==> src/rtl/fxp_mac_pkg.sv <==
package fxp_mac_pkg;
  localparam int unsigned OP_W   = 16;
  localparam int unsigned ACC_W  = 40;
  localparam int unsigned RES_W  = 32;
  localparam int unsigned RND_LO = 16;

  typedef enum logic [1:0] {
    MAC_ADD  = 2'b00,
    MAC_SUB  = 2'b01,
    MAC_LOAD = 2'b10,
    MAC_LDX  = 2'b11
  } mac_op_e;
endpackage

==> src/rtl/mac_sign_ext.sv <==
module mac_sign_ext #(
  parameter int unsigned W = 16
) (
  input  logic [W-1:0] din,
  input  logic         is_signed,
  output logic [W:0]   dout
);
  assign dout = {is_signed & din[W-1], din};
endmodule

==> src/rtl/mac_mult.sv <==
module mac_mult #(
  parameter int unsigned W     = 16,
  parameter int unsigned ACC_W = 40,
  parameter int unsigned RES_W = 32
) (
  input  logic [W:0]       a_ext,
  input  logic [W:0]       b_ext,
  input  logic             frac,
  output logic [ACC_W-1:0] prod
);
  localparam int unsigned EXT_W  = W + 1;
  localparam int unsigned PROD_W = 2 * EXT_W;
  localparam logic [EXT_W-1:0] NEG_MIN = {2'b11, {(W-1){1'b0}}};
  localparam logic [ACC_W-1:0] POS_MAX = {{(ACC_W-RES_W+1){1'b0}}, {(RES_W-1){1'b1}}};

  logic signed [PROD_W-1:0] raw;
  logic        [PROD_W:0]   shifted;
  logic                     corner;

  assign raw     = $signed(a_ext) * $signed(b_ext);
  assign shifted = frac ? {raw, 1'b0} : {raw[PROD_W-1], raw};
  // both operands are the most negative signed value: doubled square does not fit
  assign corner  = frac && (a_ext == NEG_MIN) && (b_ext == NEG_MIN);

  always_comb begin
    if (corner) prod = POS_MAX;
    else        prod = {{(ACC_W-PROD_W-1){shifted[PROD_W]}}, shifted};
  end
endmodule

==> src/rtl/mac_addsub.sv <==
module mac_addsub
  import fxp_mac_pkg::*;
#(
  parameter int unsigned ACC_W = 40
) (
  input  logic [ACC_W-1:0] src,
  input  logic [ACC_W-1:0] prod,
  input  logic [1:0]       op,
  output logic [ACC_W-1:0] sum
);
  always_comb begin
    unique case (mac_op_e'(op))
      MAC_ADD: sum = src + prod;
      MAC_SUB: sum = src - prod;
      default: sum = prod;
    endcase
  end
endmodule

==> src/rtl/mac_post.sv <==
module mac_post #(
  parameter int unsigned ACC_W  = 40,
  parameter int unsigned RES_W  = 32,
  parameter int unsigned RND_LO = 16
) (
  input  logic [ACC_W-1:0] din,
  input  logic             rnd_en,
  input  logic             sat_en,
  output logic [ACC_W-1:0] dout,
  output logic             ovf,
  output logic             zero
);
  localparam logic [ACC_W-1:0] HALF    = {{(ACC_W-RND_LO){1'b0}}, 1'b1, {(RND_LO-1){1'b0}}};
  localparam logic [ACC_W-1:0] KEEP    = {{(ACC_W-RND_LO){1'b1}}, {RND_LO{1'b0}}};
  localparam logic [ACC_W-1:0] POS_MAX = {{(ACC_W-RES_W+1){1'b0}}, {(RES_W-1){1'b1}}};
  localparam logic [ACC_W-1:0] NEG_MAX = {{(ACC_W-RES_W+1){1'b1}}, {(RES_W-1){1'b0}}};

  logic [ACC_W-1:0]       rounded;
  logic [ACC_W-RES_W:0]   top_bits;

  assign rounded  = rnd_en ? ((din + HALF) & KEEP) : din;
  assign top_bits = rounded[ACC_W-1:RES_W-1];
  assign ovf      = !((&top_bits) || !(|top_bits));

  always_comb begin
    if (sat_en && ovf) dout = rounded[ACC_W-1] ? NEG_MAX : POS_MAX;
    else               dout = rounded;
  end

  assign zero = (dout == '0);
endmodule

==> src/rtl/fxp_mac_unit.sv <==
module fxp_mac_unit
  import fxp_mac_pkg::*;
#(
  parameter int unsigned W      = OP_W,
  parameter int unsigned AW     = ACC_W,
  parameter int unsigned RW     = RES_W,
  parameter int unsigned RLO    = RND_LO
) (
  input  logic          clk,
  input  logic          rst_n,
  input  logic          in_valid,
  output logic          in_ready,
  input  logic [W-1:0]  x_data,
  input  logic [W-1:0]  y_data,
  input  logic          t_wr,
  input  logic [W-1:0]  t_data,
  input  logic          x_signed,
  input  logic          y_signed,
  input  logic          y_from_t,
  input  logic          frac_en,
  input  logic [1:0]    mac_op,
  input  logic          src_sel,
  input  logic          dst_sel,
  input  logic          rnd_en,
  input  logic          sat_en,
  output logic [AW-1:0] acc_a,
  output logic [AW-1:0] acc_b,
  output logic          zero_flag,
  output logic          ovf_flag
);
  localparam int unsigned N_OPS = 2;

  logic              rdy_q;
  logic [W-1:0]      t_q;
  logic [AW-1:0]     acc_a_q, acc_b_q;
  logic              zero_q, ovf_q;
  logic              fire;

  logic [N_OPS-1:0][W-1:0] op_raw;
  logic [N_OPS-1:0]        op_sgn;
  logic [N_OPS-1:0][W:0]   op_ext;

  logic [AW-1:0] prod, src_val, sum, result;
  logic          res_ovf, res_zero;

  assign fire      = in_valid && rdy_q;
  assign in_ready  = rdy_q;
  assign op_raw[0] = x_data;
  assign op_raw[1] = y_from_t ? t_q : y_data;
  assign op_sgn    = {y_signed, x_signed};

  for (genvar g = 0; g < N_OPS; g++) begin : g_ext
    mac_sign_ext #(.W(W)) u_ext (
      .din      (op_raw[g]),
      .is_signed(op_sgn[g]),
      .dout     (op_ext[g])
    );
  end

  mac_mult #(.W(W), .ACC_W(AW), .RES_W(RW)) u_mult (
    .a_ext(op_ext[0]),
    .b_ext(op_ext[1]),
    .frac (frac_en),
    .prod (prod)
  );

  assign src_val = src_sel ? acc_b_q : acc_a_q;

  mac_addsub #(.ACC_W(AW)) u_addsub (
    .src (src_val),
    .prod(prod),
    .op  (mac_op),
    .sum (sum)
  );

  mac_post #(.ACC_W(AW), .RES_W(RW), .RND_LO(RLO)) u_post (
    .din   (sum),
    .rnd_en(rnd_en),
    .sat_en(sat_en),
    .dout  (result),
    .ovf   (res_ovf),
    .zero  (res_zero)
  );

  always_ff @(posedge clk or negedge rst_n) begin
    if (!rst_n) begin
      rdy_q <= 1'b0;
      t_q   <= '0;
    end else begin
      rdy_q <= 1'b1;
      if (t_wr) t_q <= t_data;
    end
  end

  always_ff @(posedge clk or negedge rst_n) begin
    if (!rst_n) begin
      acc_a_q <= '0;
      acc_b_q <= '0;
      zero_q  <= 1'b0;
      ovf_q   <= 1'b0;
    end else if (fire) begin
      if (dst_sel) acc_b_q <= result;
      else         acc_a_q <= result;
      zero_q <= res_zero;
      ovf_q  <= res_ovf;
    end
  end

  assign acc_a     = acc_a_q;
  assign acc_b     = acc_b_q;
  assign zero_flag = zero_q;
  assign ovf_flag  = ovf_q;


  idle_hold_chk: assert property (@(posedge clk) disable iff (!rst_n)
    !fire |=> ($stable(acc_a_q) && $stable(acc_b_q) && $stable(zero_q) && $stable(ovf_q)));


  other_acc_chk: assert property (@(posedge clk) disable iff (!rst_n)
    (fire && dst_sel) |=> $stable(acc_a_q));


  sat_range_chk: assert property (@(posedge clk) disable iff (!rst_n)
    (fire && sat_en && !dst_sel) |=> ((&acc_a_q[AW-1:RW-1]) || !(|acc_a_q[AW-1:RW-1])));


  round_low_chk: assert property (@(posedge clk) disable iff (!rst_n)
    (fire && rnd_en && !sat_en && dst_sel) |=> (acc_b_q[RLO-1:0] == '0));


  zero_a_chk: assert property (@(posedge clk) disable iff (!rst_n)
    (fire && !dst_sel) |=> (zero_q == (acc_a_q == '0)));


  zero_b_chk: assert property (@(posedge clk) disable iff (!rst_n)
    (fire && dst_sel) |=> (zero_q == (acc_b_q == '0)));
endmodule

==> config.mk <==
export PLATFORM = sky130hd
export DESIGN_NAME = fxp_mac_unit
export DESIGN_NICKNAME = d
export VERILOG_FILES = /design/src/rtl/fxp_mac_pkg.sv /design/src/rtl/mac_sign_ext.sv /design/src/rtl/mac_mult.sv /design/src/rtl/mac_addsub.sv /design/src/rtl/mac_post.sv /design/src/rtl/fxp_mac_unit.sv
export SDC_FILE = /design/constraint.sdc
export NUM_CORES = 1
export LEC_CHECK = 0
export BUFFER_PORTS_ARGS = -buffer_cell sky130_fd_sc_hd__clkbuf_2
export CORE_MARGIN = 2
export CORE_UTILIZATION = 55
export DETAILED_ROUTE_END_ITERATION = 8
export GPL_TIMING_DRIVEN = 0
export PLACE_DENSITY = 0.84
export SLEW_MARGIN = 20
export SYNTH_ARGS = -nofsm -noshare
export SYNTH_HDL_FRONTEND = slang
export SYNTH_SLANG_ARGS = --single-unit
==> constraint.sdc <==
create_clock -name clk -period 22 [get_ports clk]
set_clock_uncertainty 0.1 [all_clocks]
set_input_delay 0 -clock clk [delete_from_list [all_inputs] [get_ports clk]]
set_output_delay 0 -clock clk [all_outputs]
set_load 0.1 [all_outputs]
; Word-level counts from Yosys, hierarchy flattened
; Index checks and enable logic that the tools add are counted.
[word_totals]
ramBits = 0
ff_bits = 99
output_inout_bits = 83
mem_bits_ro = 0
latch_bits = 0
memories = 0
wordCells = 37
input_bits = 62
[classes]
div = 0
n_mux = 8
order_cmp = 0
n_shift = 0
n_bitwise = 3
reduce_logical = 13
n_addsub = 3
mul = 1
n_eq_ne = 3
[ops]
columns = operator, count
row1 = 40-bit 2-to-1 mux, 5
row2 = 40-bit case mux with 2 select lines, 1
row3 = 40-bit by 16-bit adder with 40-bit output (second input constant), 1
row4 = 40-bit adder, 1
row5 = 40-bit zero test, 1
row6 = 40-bit subtractor, 1
row7 = 17-bit equality test (second input constant), 2
row8 = 17-bit by 17-bit multiplier with 34-bit output, 1
row9 = 34-bit 2-to-1 mux, 1
row10 = 16-bit 2-to-1 mux, 1
row11 = 9-bit AND reduction, 1
row12 = 9-bit OR reduction, 1
row13 = 1-bit logical AND, 4
row14 = 2-bit AND reduction, 2
row15 = 1-bit AND, 2
row16 = 2-bit by 1-bit equality test with 1-bit output (second input constant), 1
row17 = 1-bit zero test, 2
row18 = 2-bit zero test, 1
row19 = 1-bit logical OR, 1
row20 = 1-bit NOT, 1

; Logic depth before layout (Yosys ltp)
[depth]
ltp_word = 16
ltp_mapped = 51
ltp_nobuf = 46

; Cells and area by module
; A second synthesis with hierarchy kept.
[hier_totals]
hier_cells = 2394
hier_area_um2 = 21259.1
[modules_own_cells]
columns = module, cells_each, instances, seq_area_each_um2, area_per_inst_um2
row1 = mac_mult, 1300, 1, 0.0, 11522.3
row2 = fxp_mac_unit, 273, 1, 2477.4, 4311.6
row3 = mac_addsub, 558, 1, 0.0, 3668.5
row4 = mac_post, 229, 1, 0.0, 1503.9
row5 = mac_sign_ext, 17, 2, 0.0, 126.4

; Worst setup path before layout
; Ideal clock, no wire load.
[synth_path]
path_kind = input -> register
from = in y_from_t
to = reg acc_b_q[0], in the netlist acc_b[0]
arrival_time_ps = 11352
path_buffers = 5
required_ps = 21777
cell_stages = 43
slack_ps = 10425
setup_time_ps = 123
path_cell_list = buf_2 buf_1 mux2_2 clkbuf_1 nand2_1 fa_1 inv_1 fa_1 inv_1 fa_1 inv_1 fa_1 fa_1 inv_1 fa_1 inv_1 ha_1 clkbuf_1 [... 7 more ...] nor2_1 xnor2_1 ha_1 and4_1 nand3_1 a2111oi_0 or2_2 a211oi_1 o32a_1 or4_1 nor3_4 nand2_2 xor2_1 or4_1 or4_4 a21oi_4 buf_6 a21oi_1
[synth_via]
elab_chain_len = 15
word_cells_on_any_way = 20
classes_between = add/sub (3) / mul (1) / eq/ne (1) / mux (7) / bitwise (1) / reduce/logical (7)
[synth_rtl]
columns = element, line_no
row1 = "start, declared", fxp_mac_unit.sv:19  ; input logic y_from_t,
row2 = 16-bit 2-to-1 mux (*), fxp_mac_unit.sv:49  ; assign op_raw[1] = y_from_t ? t_q : y_data;
row3 = 1-bit AND, mac_sign_ext.sv:8  ; assign dout = {is_signed & din[W-1], din};
row4 = 17-bit by 17-bit multiplier with 34-bit output / 17-bit equality test (equally long branches), "mac_mult.sv:20, mac_mult.sv:23"
row5 = 34-bit 2-to-1 mux / 1-bit logical AND (equally long branches), "mac_mult.sv:21, mac_mult.sv:23"
row6 = 40-bit 2-to-1 mux (*), mac_mult.sv:26  ; if (corner) prod = POS_MAX;
row7 = 40-bit subtractor / 40-bit adder (equally long branches), "mac_addsub.sv:14, mac_addsub.sv:13"
row8 = 40-bit case mux with 2 select lines (*), mac_addsub.sv:12  ; unique case (mac_op_e'(op))
row9 = 40-bit by 16-bit adder with 40-bit output, mac_post.sv:21  ; assign rounded = rnd_en ? ((din + HALF) & KEEP) : din;
row10 = 40-bit 2-to-1 mux (*), mac_post.sv:21
row11 = 9-bit OR reduction, mac_post.sv:23  ; assign ovf = !((&top_bits) || !(|top_bits));
row12 = 1-bit zero test, mac_post.sv:23
row13 = 1-bit logical OR, mac_post.sv:23
row14 = 1-bit zero test, mac_post.sv:23
row15 = 1-bit logical AND, mac_post.sv:26  ; if (sat_en && ovf) dout = rounded[ACC_W-1] ? NEG_MAX : POS_MAX;
row16 = 40-bit 2-to-1 mux (*), mac_post.sv:26
row17 = "end signal, assigned", fxp_mac_unit.sv:102  ; if (dst_sel) acc_b_q <= result;
row18 = "end, declared", fxp_mac_unit.sv:35  ; logic [AW-1:0] acc_a_q, acc_b_q;
; Every way passes the cells marked *; elsewhere a longest branch is shown, timed or not.
; A chain may end at the register's enable or synchronous reset.

; Final worst setup path
[layout_path]
from = in y_from_t
to = reg acc_a_q[11], in the netlist acc_a[11]
[layout_via]
elab_chain_len = 15
word_cells_on_any_way = 20
classes_between = add/sub (3) / mul (1) / eq/ne (1) / mux (7) / bitwise (1) / reduce/logical (7)
[layout_rtl]
columns = element, line_no
row1 = 16-bit 2-to-1 mux (*), fxp_mac_unit.sv:49
row2 = 1-bit AND, mac_sign_ext.sv:8
row3 = 17-bit by 17-bit multiplier with 34-bit output / 17-bit equality test (equally long branches), "mac_mult.sv:20, mac_mult.sv:23"
row4 = 34-bit 2-to-1 mux / 1-bit logical AND (equally long branches), "mac_mult.sv:21, mac_mult.sv:23"
row5 = 40-bit 2-to-1 mux (*), mac_mult.sv:26
row6 = 40-bit subtractor / 40-bit adder (equally long branches), "mac_addsub.sv:14, mac_addsub.sv:13"
row7 = 40-bit case mux with 2 select lines (*), mac_addsub.sv:12
row8 = 40-bit by 16-bit adder with 40-bit output, mac_post.sv:21
row9 = 40-bit 2-to-1 mux (*), mac_post.sv:21
row10 = 9-bit OR reduction, mac_post.sv:23
row11 = 1-bit zero test, mac_post.sv:23
row12 = 1-bit logical OR, mac_post.sv:23
row13 = 1-bit zero test, mac_post.sv:23
row14 = 1-bit logical AND, mac_post.sv:26
row15 = 40-bit 2-to-1 mux (*), mac_post.sv:26
row16 = "end signal, assigned", fxp_mac_unit.sv:103  ; else acc_a_q <= result;
row17 = "end, declared", fxp_mac_unit.sv:35
; Marks and branches as above.

==> results.ini <==
[outcome]
status=completed

[route]
vias_per_cell=6.25
first_pass_iters=6
antenna_left=0
num_vias=20800
drt_iter0_drc=2297
wl_per_cell_um=21.3
drcViolationCount=0
drt_wl_total_um=71100

[placed_design]
gp_congestion=1.04
dp_hpwl_um=57500
io_buffers=130
post-place-ws_ns=7.84
placed_area_um2=23100

[yosys]
synth_edf_count=0
synth.distinct_cells=93
synth_area_per_cell_um2=8.26
synth_nets=3124
yosysSeqAreaShare_pct=11.4
syn_inst=2639
async_flop_share_pct=100
synthFlopType=dfrtp_1
syn_area_um2=21800
synth_warnings=0
yosys_register_bits=99

[final_layout]
drive_above_1_share_pct=10.4
syn2layout_area_growth_pct=9.09
stdcell_area_um2=23800
n_fill_cell=3337
num-nets-final=3295

[worst_setup_path]
crit_required_ns=22.18
crit_path_start=y_from_t
cp_common_cell=fa_1
cp-start-kind=input port
critical_path_class=in -> reg
crit_slowest_cell=o41ai_1
timing.rr.start=t_q[14]
end_kind=register
critPathMaxStageDelay_ns=0.72
crit_path_max_fanout=10
critPathArrivalTime_ns=14.53

[timing]
layout_min_cycle_time_ns=14.35
finalCritPeriodShare_pct=65.2
hold_viol=0
whs_ns=0.0160
setup_ws_ns=7.65
tightestPinTransition_ns=1.09
max_freq_mhz=69.7
finalSetupViolations=0
rsz0062_at_grt=no
setup_tns_ns=0
timing.slew.headroom_pct=25.1
slew_violations=0

[global_route]
grt-ovfl-total=0
grt_util_met3_pct=7.74
first_global_vias=21300
grtUsageMet2_pct=56.0
antenna_found_initial=2
grt_most_used_layer=met2
grt_first_pass_wirelength_um=113000
grt_max_degree=72
met1_usage_pct=46.6
grt_usage_pct=35.2

[floorplanning]
core_area_um2=38900
die_x_um=203
rows=72
initial_core_util_pct=56.0
fp.dieH_um=203
dieArea_um2=41200
io_pins=145

[clock_network]
clkTransAtPathRegs_ns=0.10
clockBufferDepth=2
cts_tree=done
clock_sinks=99
cts-htree-levels=3
postCtsSetupBuffers=0
cts_root_buf=clkbuf_16
cts_buffers=9
clk_latency_ns=0.41

[job]
cap_violations=0

[min_path]
worstHoldPathType=in -> async

==> synth_stat cells (9+ instances only) <==
library cell	n	area share [%]
nand2b_1	21	0.60
and2_1	101	2.9
nand2_1	315	5.4
or4_1	17	0.59
nor4_1	13	0.37
fa_1	297	27
a211oi_1	25	0.86
xor2_1	38	1.5
clkbuf_1	96	1.7
ha_1	126	7.2
o21ai_0	104	2.4
nor2b_1	61	1.8
o31ai_1	15	0.52
nor2_1	198	3.4
nand4_1	21	0.60
inv_1	324	5.6
mux2_2	76	3.9
a21oi_1	159	3.7
and3_1	20	0.57
or2_2	14	0.40
xnor2_1	69	2.8
a21o_1	28	0.96
a31oi_1	22	0.63
o211a_1	9	0.41
buf_2	12	0.28
o211ai_1	33	1.1
buf_1	23	0.40
dfrtp_1	99	11
o21a_1	15	0.52
or3_1	14	0.40
nand3_1	53	1.2
nor3_1	37	0.85
mux2i_1	26	1.2
==> layer usage <==
layer	vias up	routed length, um
li1	9159	-
met1	10300	28100
met2	1168	32500
met3	224	7390
met4	0	3070
met5	-	0
==> layout by cell type (no fill, tap or decap), types with 14 or more instances in the layout <==
cell type	count
a211oi_1	25
a21o_1	28
a21oi_1	159
a31oi_1	22
and2_1	101
and3_1	20
buf_1	23
clkbuf_1	96
clkbuf_2	130
dfrtp_1	99
dlygate4sd3_1	27
fa_1	297
ha_1	126
inv_1	324
mux2_2	76
mux2i_1	26
nand2_1	315
nand2b_1	21
nand3_1	53
nand4_1	21
nor2_1	198
nor2b_1	61
nor3_1	37
o211ai_1	33
o21a_1	15
o21ai_0	104
o31ai_1	15
or2_2	14
or3_1	14
or4_1	17
xnor2_1	69
xor2_1	38
==> worst max-delay path, delay by kind of cell <==
kind            cells  cell delay (ns)
compound gates     12             3.57
xor+xnor            3             0.85
fa+ha+maj           8             3.33
buf+inv            11             2.47
mux                 2             0.71
simple gates       11             3.56
==> stage by stage <==
stage               util (%)  instances
floorplan                  -       2639
global placement        59.3       3287
detailed placement      59.5       3289
CTS                     61.1       3333
global route            61.1       3334
finish                  61.1       3335
==> logic make-up after synthesis <==
logic type / Yosys count / synth area share, %
DFF: 99 / 11.4
and+or+nand+nor: 921 / 20.6
buffers and inverters: 467 / 8.36
other: 1 / 0.0172
muxes: 104 / 5.26
adders and majority gates: 423 / 34.5
xor gates and xnor gates: 107 / 4.30
AOI/OAI and AO/OA: 517 / 15.6
==> sequential cells by signal, summed over array words and instances (netlist names) <==
register / cells
acc_a: 40
acc_b: 40
in_ready: 1
ovf_flag: 1
t_q: 16
zero_flag: 1
==> final timing paths <==
path | cells after the start | endpoint | slack, ns
worst max-delay path | 47 | acc_a[11] | 7.65
worst min-delay path | 3 | acc_a[10] | 0.02
worst max register to register | 40 | acc_a[11] | 7.75
worst min register to register | 2 | acc_a[35] | 0.41
max in group asynchronous | 3 | acc_a[38] | 21.38
min in group clk | 3 | t_q[12] | 0.26
==> area by class of cell <==
cell class                 instances  area, um^2  share of cell area (%)
inverter                         326        1220                    5.15
clock inverter                     7         109                   0.458
multi-input combinational       2073       17500                    73.6
buffer                           141         598                    2.52
clock buffer                       9         225                   0.947
timing repair buffer             160         982                    4.13
tap                              518         648                    2.73
sequential                        99        2480                    10.4
antenna                            2        5.00                  0.0210
==> repair_timing <==
item	in CTS	in global routing
resized for setup	0	0
hold endpoints to repair	126	0
setup endpoints to repair	0	0
hold buffers	28	0
Power is left out: the tool's default activity adds up to more than one toggle a clock period on the data nets, which glitch-free logic cannot reach.
